`src/rtl/sct_pkg.sv`:
```
package sct_pkg;
  typedef enum logic {
    PH_LOW  = 1'b0,
    PH_HIGH = 1'b1
  } half_e;
endpackage

```
`src/rtl/sct_divider.sv`:
```
module sct_divider #(
  parameter int DIV_W = 8
) (
  input  logic             clk,
  input  logic             rst,
  input  logic             run,
  input  logic             restart,
  input  logic [DIV_W-1:0] half_div,
  output logic             tick
);
  logic [DIV_W-1:0] cnt;

  always_ff @(posedge clk) begin
    if (rst || restart || !run) cnt <= '0;
    else if (cnt == half_div)   cnt <= '0;
    else                        cnt <= cnt + 1'b1;
  end

  assign tick = run && (cnt == half_div);
endmodule

```
`src/rtl/sct_holdbuf.sv`:
```
module sct_holdbuf #(
  parameter int DATA_W = 8
) (
  input  logic              clk,
  input  logic              rst,
  input  logic              wr_en,
  input  logic [DATA_W-1:0] wr_data,
  input  logic              take,
  output logic [DATA_W-1:0] data,
  output logic              empty,
  output logic              irq
);
  always_ff @(posedge clk) begin
    if (rst) begin
      data  <= '0;
      empty <= 1'b1;
      irq   <= 1'b0;
    end else begin
      if (wr_en) data <= wr_data;
      if (wr_en)     empty <= 1'b0;
      else if (take) empty <= 1'b1;
      irq <= take && !wr_en;
    end
  end
endmodule

```
`src/rtl/sct_shifter.sv`:
```
module sct_shifter
  import sct_pkg::*;
#(
  parameter int DATA_W = 8
) (
  input  logic              clk,
  input  logic              rst,
  input  logic              start,
  input  logic [DATA_W-1:0] load,
  input  logic              tick,
  output logic              active,
  output logic              tend,
  output logic              sclk,
  output logic              sdo,
  output logic              tx_empty
);
  localparam int CNT_W = (DATA_W > 2) ? $clog2(DATA_W) : 1;
  localparam logic [CNT_W-1:0] LAST = CNT_W'(DATA_W - 1);

  half_e             phase;
  logic [CNT_W-1:0]  bitn;
  logic [DATA_W-1:0] shreg;
  logic              last_tick;

  assign last_tick = active && tick && (phase == PH_HIGH) && (bitn == LAST);
  assign tend      = !active || last_tick;

  always_ff @(posedge clk) begin
    if (rst) begin
      active   <= 1'b0;
      phase    <= PH_LOW;
      bitn     <= '0;
      shreg    <= '0;
      sclk     <= 1'b1;
      sdo      <= 1'b1;
      tx_empty <= 1'b1;
    end else if (start) begin
      active   <= 1'b1;
      phase    <= PH_LOW;
      bitn     <= '0;
      shreg    <= load >> 1;
      sclk     <= 1'b0;
      sdo      <= load[0];
      tx_empty <= 1'b0;
    end else begin
      if (!active) tx_empty <= 1'b1;
      if (active && tick) begin
        if (phase == PH_LOW) begin
          sclk  <= 1'b1;
          phase <= PH_HIGH;
        end else if (bitn == LAST) begin
          active <= 1'b0;
          sdo    <= 1'b1;
        end else begin
          sclk  <= 1'b0;
          sdo   <= shreg[0];
          shreg <= shreg >> 1;
          bitn  <= bitn + 1'b1;
          phase <= PH_LOW;
        end
      end
    end
  end
endmodule

```
`src/rtl/sync_ser_tx.sv`:
```
module sync_ser_tx #(
  parameter int DATA_W = 8,
  parameter int DIV_W  = 8
) (
  input  logic              clk,
  input  logic              rst,
  input  logic              tx_en,
  input  logic              cts_n,
  input  logic              wr_en,
  input  logic [DATA_W-1:0] wr_data,
  input  logic [DIV_W-1:0]  half_div,
  output logic              sclk,
  output logic              sdo,
  output logic              buf_empty,
  output logic              tx_empty,
  output logic              irq
);
  logic              frame_active;
  logic              frame_end_win;
  logic              tick;
  logic              start;
  logic [DATA_W-1:0] pend_data;

  assign start = frame_end_win && tx_en && !buf_empty && !cts_n;

  sct_divider #(.DIV_W(DIV_W)) div_i (
    .clk(clk), .rst(rst), .run(frame_active), .restart(start),
    .half_div(half_div), .tick(tick)
  );

  sct_holdbuf #(.DATA_W(DATA_W)) buf_i (
    .clk(clk), .rst(rst), .wr_en(wr_en), .wr_data(wr_data),
    .take(start), .data(pend_data), .empty(buf_empty), .irq(irq)
  );

  sct_shifter #(.DATA_W(DATA_W)) shf_i (
    .clk(clk), .rst(rst), .start(start), .load(pend_data), .tick(tick),
    .active(frame_active), .tend(frame_end_win), .sclk(sclk), .sdo(sdo),
    .tx_empty(tx_empty)
  );
endmodule

```
`config.mk`:
```
export PLATFORM = sky130hd
export DESIGN_NAME = sync_ser_tx
export DESIGN_NICKNAME = d
export VERILOG_FILES = /design/src/rtl/sct_pkg.sv /design/src/rtl/sct_divider.sv /design/src/rtl/sct_holdbuf.sv /design/src/rtl/sct_shifter.sv /design/src/rtl/sync_ser_tx.sv
export SDC_FILE = /design/constraint.sdc
export NUM_CORES = 1
export LEC_CHECK = 0
export BUFFER_PORTS_ARGS = -buffer_cell sky130_fd_sc_hd__buf_4
export CORE_MARGIN = 2
export CORE_UTILIZATION = 49
export DETAILED_ROUTE_END_ITERATION = 16
export GPL_TIMING_DRIVEN = 0
export PLACE_DENSITY_LB_ADDON = 0.25
export SLEW_MARGIN = 20
export SYNTH_ARGS = -nofsm -noshare
export SYNTH_HDL_FRONTEND = slang
export SYNTH_SLANG_ARGS = --single-unit
```
`constraint.sdc`:
```
create_clock -name clk -period 2.1 [get_ports clk]
set_input_delay 0.315 -clock clk [delete_from_list [all_inputs] [get_ports clk]]
set_output_delay 0.315 -clock clk [all_outputs]
set_load 0.02 [all_outputs]
```
Yosys cells after proc, flatten, opt, wreduce, memory -nomap -nowiden
Cells that the tools add are included.

storage, ports and cells
  output and inout bits = 5
  memory bits (read-only) = 0
  RAM bits = 0
  memories kept = 0
  bits in latches = 0
  register bits after elaboration = 33

operators by class
  div/mod/pow operators = 0
  bitwise logic cells = 1
  shift-type cells = 0
  multiply operators = 0
  equal/unequal tests = 5
  reduce and logical (&&, ||, !) cells = 26
  $lt $le $gt $ge = 0
  multiplexer cells = 22
  add/subtract/negate cells = 2

operators by type and width
  kind                                          count
  2-to-1 mux 7 bit                              4
  2-to-1 mux 1 bit                              18
  AND reduction 3 bit                           3
  adder 8 x 1 -> 8 bit (second input constant)  1
  == test 8 bit                                 1
  logical AND 1 bit                             8
  nonzero test 2 bit                            4
  zero test 1 bit                               4
  != test 2 bit (second input constant)         2
  AND reduction 2 bit                           2
  OR reduction 2 bit                            2
  adder 3 x 1 -> 3 bit (second input constant)  1
  == test 3 bit (second input constant)         1
  logical OR 1 bit                              3
  != test 3 bit (second input constant)         1
  NOT 1 bit                                     1

Logic depth before layout (Yosys ltp)
  word-level depth = 12
  gate-level depth with buffers = 7
  gate-level depth less buffers = 6

By module
Synthesis repeated with hierarchy kept, for this count alone.

unflattened totals
  cells, all modules = 148
  area total of the unflattened synthesis = 1,431.4 um^2

modules (own cells, without submodules)
  module       times used  sequential area each (um^2)  cells each  area each (um^2)
  sct_shifter  1           300.3                        72          674.4
  sct_divider  1           160.2                        44          399.1
  sct_holdbuf  1           200.2                        31          345.3
  sync_ser_tx  1           0.0                          1           12.5

Worst setup path after synthesis
No wires, ideal clock.

  path type = register to register
  start point = register div_i.cnt[3]
  end point = register shf_i.shreg[6]
  arrival time = 1.675 ns
  cell stages (with the launch flop) = 6
  slack = 0.293 ns
  clock period less this slack = 1.807 ns
  required time = 1.968 ns
  cell sequence = dfxtp_1 > xor2_1 > or4_4 > o31a_4 > o211ai_1 > a21oi_1

on the way
  longest elaborated chain between the ends = 11

RTL lines
  element                                                               RTL line                              RTL
  start, declared                                                       sct_divider.sv:11                     logic [DIV_W-1:0] cnt;
  start signal, assigned                                                sct_divider.sv:16                     else cnt <= cnt + 1'b1;
  == test 8 bit (*)                                                     sct_divider.sv:19                     assign tick = run && (cnt == half_div);
  logical AND 1 bit (*)                                                 sct_divider.sv:19
  logical AND 1 bit (*)                                                 sct_shifter.sv:25, sct_shifter.sv:47
  logical AND 1 bit (2 in series)                                       sct_shifter.sv:25                     assign last_tick = active && tick && (phase == PH_HIGH) && (bitn == LAST);
  logical OR 1 bit                                                      sct_shifter.sv:26                     assign tend = !active || last_tick;
  logical AND 1 bit (3 in series)                                       sync_ser_tx.sv:24                     assign start = frame_end_win && tx_en && !buf_empty && !cts_n;
  != test 2 bit (no source line) or nonzero test 2 bit (tied branches)  --
  AND reduction 3 bit (no source line)                                  --
  end signal, assigned                                                  sct_shifter.sv:41                     shreg <= load >> 1;
  end signal, assigned                                                  sct_shifter.sv:57                     shreg <= shreg >> 1;
  end, declared                                                         sct_shifter.sv:22                     logic [DATA_W-1:0] shreg;

Every way passes the cells marked *; elsewhere a longest branch is shown, timed or not.
A chain may end at the register's enable or synchronous reset.

Worst setup path after layout
  start point = register div_i.cnt[3]
  end point = register shf_i.shreg[0]

The elaborated chain is that of the path after synthesis.

==> metrics.csv <==
metric;value;unit
synth_nets;176;
start_util;0.5250;
post-route-drc-count;0;
die_w;58.82;um
p_per_area;717.7;nW/um^2
fin_area;1769;sq um
drt-wirelength-per-cell;13.24;um
gp_congestion;0.8662;
grt_start_max_net_pins;11;
finalNonFillerCells;214;
placed_area;1684;sq um
final_antenna_net_count;0;
rows;19;
die_h;58.82;um
yosys.area.top_type;dfxtp_1;
drtIter0Drc;73;
end_kind;flop;
synth-edff-count;0;
drive_gt1_frac;0.2186;
report.final.slew_viol_count;0;
setup_viol;0;
overflow;0;
io-pin-count;26;
diodes;0;
reg2reg_depth;5;
synth_cells;152;
synth_fa_ha_area_frac;0.02549;
maxCapViolations;0;
portBuffers;23;
status;completed;
routed_via_density;5.472;
grt_pass1_wl;4554;um
grt_pass1_vias;1017;
clock_path_buffers;2;
highest_layer;met4;
yosys.area_share.simple;0.1699;
synth_top_area_frac;0.4486;
max-vdd-ir-drop;0.6006;mV
cts_resized;0;
synth_flop_cell;dfxtp_1;
vias;1171;
seq_area_frac_synth;0.4486;
cts_buffers;5;
async_flop_share;0;
wl;2833;um
ys_top_cells_by_area;dfxtp_1, mux2i_1, xor2_1, nor2_1, a21oi_1;
antenna_found_initial;0;
cp_max_fo;8;
synth_top_family_by_area;simple AND/OR/NAND/NOR gates;
tightest_slew;761.0;ps
h-tree-depth;2;
dr_wl_met3;151;um
placed_cells;206;
dr.pass1.iters;4;
relSlewSlack;0.4916;
crit_type;flop to flop;
synth_warnings;0;
worst_hold_slack;214.2;ps
grt.total_usage;0.1792;
worstPathArrival;2200;ps
period_minus_slack;1978;ps
syn_avg_cell_area;9.689;sq um
dieArea;3460;sq um
final_cell_mix;dfxtp_1, buf_4, nor2_1, mux2i_1;
fin_crit_sh;0.9421;
final_common_cell;dfxtp_1;
finalClockSkew;8.590;ps
final_util;0.6307;
core;2805;sq um
yosysUniqueCellTypes;30;
critPathRequiredTime;2320;ps
hpwl;2171;um
min_path_type;input pin to flop;
worstHoldPathCells;3;
root_buffer;clkbuf_4;
synth_compound_area_frac;0.1266;
cts_setup_buffers;0;
p_leak;0.0007673;uW
clock-sinks;33;
synth-seq-cells;33;
finalSetupTns;0;ps
nets;206;
synthToLayoutAreaGrowth;20.14;%
hold_violations;0;
synth.mux.area_fraction;0.1155;
clock_latency;330;ps
rsz0062_at_grt;false;
met1Wirelength;1378;um
postCtsHoldBufs;0;
fmax;505.5;MHz
worst_setup_path_start_kind;flop;
synth_xor_area_frac;0.08921;
cts_tree;built;
path_clk_slew;100;ps
synthesis.area;1473;sq um
wl_met2;1285;um
Yosys cell counts, types with 2 or more instances:
master,number
clkbuf_1,4
or4_4,2
o31ai_1,6
nor3_1,4
buf_2,2
nand2_1,4
xnor2_1,3
dfxtp_1,33
mux2i_1,17
nor4_1,3
inv_1,3
a21oi_1,12
ha_1,3
o21ai_0,3
nand3_1,7
and3_1,2
xor2_1,12
nor2_1,20
kinds of logic after synthesis:
kind of cell	Yosys count
compound gates	27
xor+xnor	15
fa+ha+maj	3
buf+inv	9
flops	33
mux	17
simple gates	48
worst max-delay path: stages (launching register included):
cell     delay (ps)
dfxtp_1         360
xor2_1          190
or4_4           580
o31a_4          400
o31ai_1         270
a21oi_1          70
state kept, by name, indices dropped and copies added, names as in the netlist:
register	flops
shf_i.tx_empty	1
shf_i.shreg	7
buf_i.irq	1
buf_i.empty	1
shf_i.bitn	3
shf_i.sdo	1
shf_i.active	1
buf_i.data	8
div_i.cnt	8
shf_i.sclk	1
shf_i.phase	1
per-layer routing:
metal  global-route usage  vias up
met5                    0        -
met4              0.05844        0
met3              0.07473        2
met2               0.2587       27
met1               0.2424      540
li1                     -      602
per-stage QoR:
step,total power [uW],worst slack (ps)
after global routing,1327,73.46
final,1270,121.6
after floorplan,741.4,292.9
after CTS,1277,136.1
after global placement,788.0,62.31
after detailed placement,792.1,47.54
power by group:
part           switching [uW]  internal [uW]
combinational            59.2           58.5
sequential               13.8            646
clock                     208            284
total                     281            989
final timing paths:
check / startpoint / slack, ps / endpoint
max: div_i.cnt[3] / 120 / shf_i.shreg[0]
min: wr_data[6] / 210 / buf_i.data[6]
max reg2reg: div_i.cnt[3] / 120 / shf_i.shreg[0]
min reg2reg: buf_i.data[7] / 500 / shf_i.shreg[6]
cell type report:
cell class	instances	area, sq um
Inverter	3	11.26
Sequential cell	33	660.6
Clock inverter	1	30.03
Clock buffer	7	55.05
Multi-Input combinational cell	110	775.7
Tap cell	31	38.79
Buffer	6	25.02
Timing Repair Buffer	23	172.7
Fill cell	252	1036
Note: power is estimated with default switching activity, not from simulation.
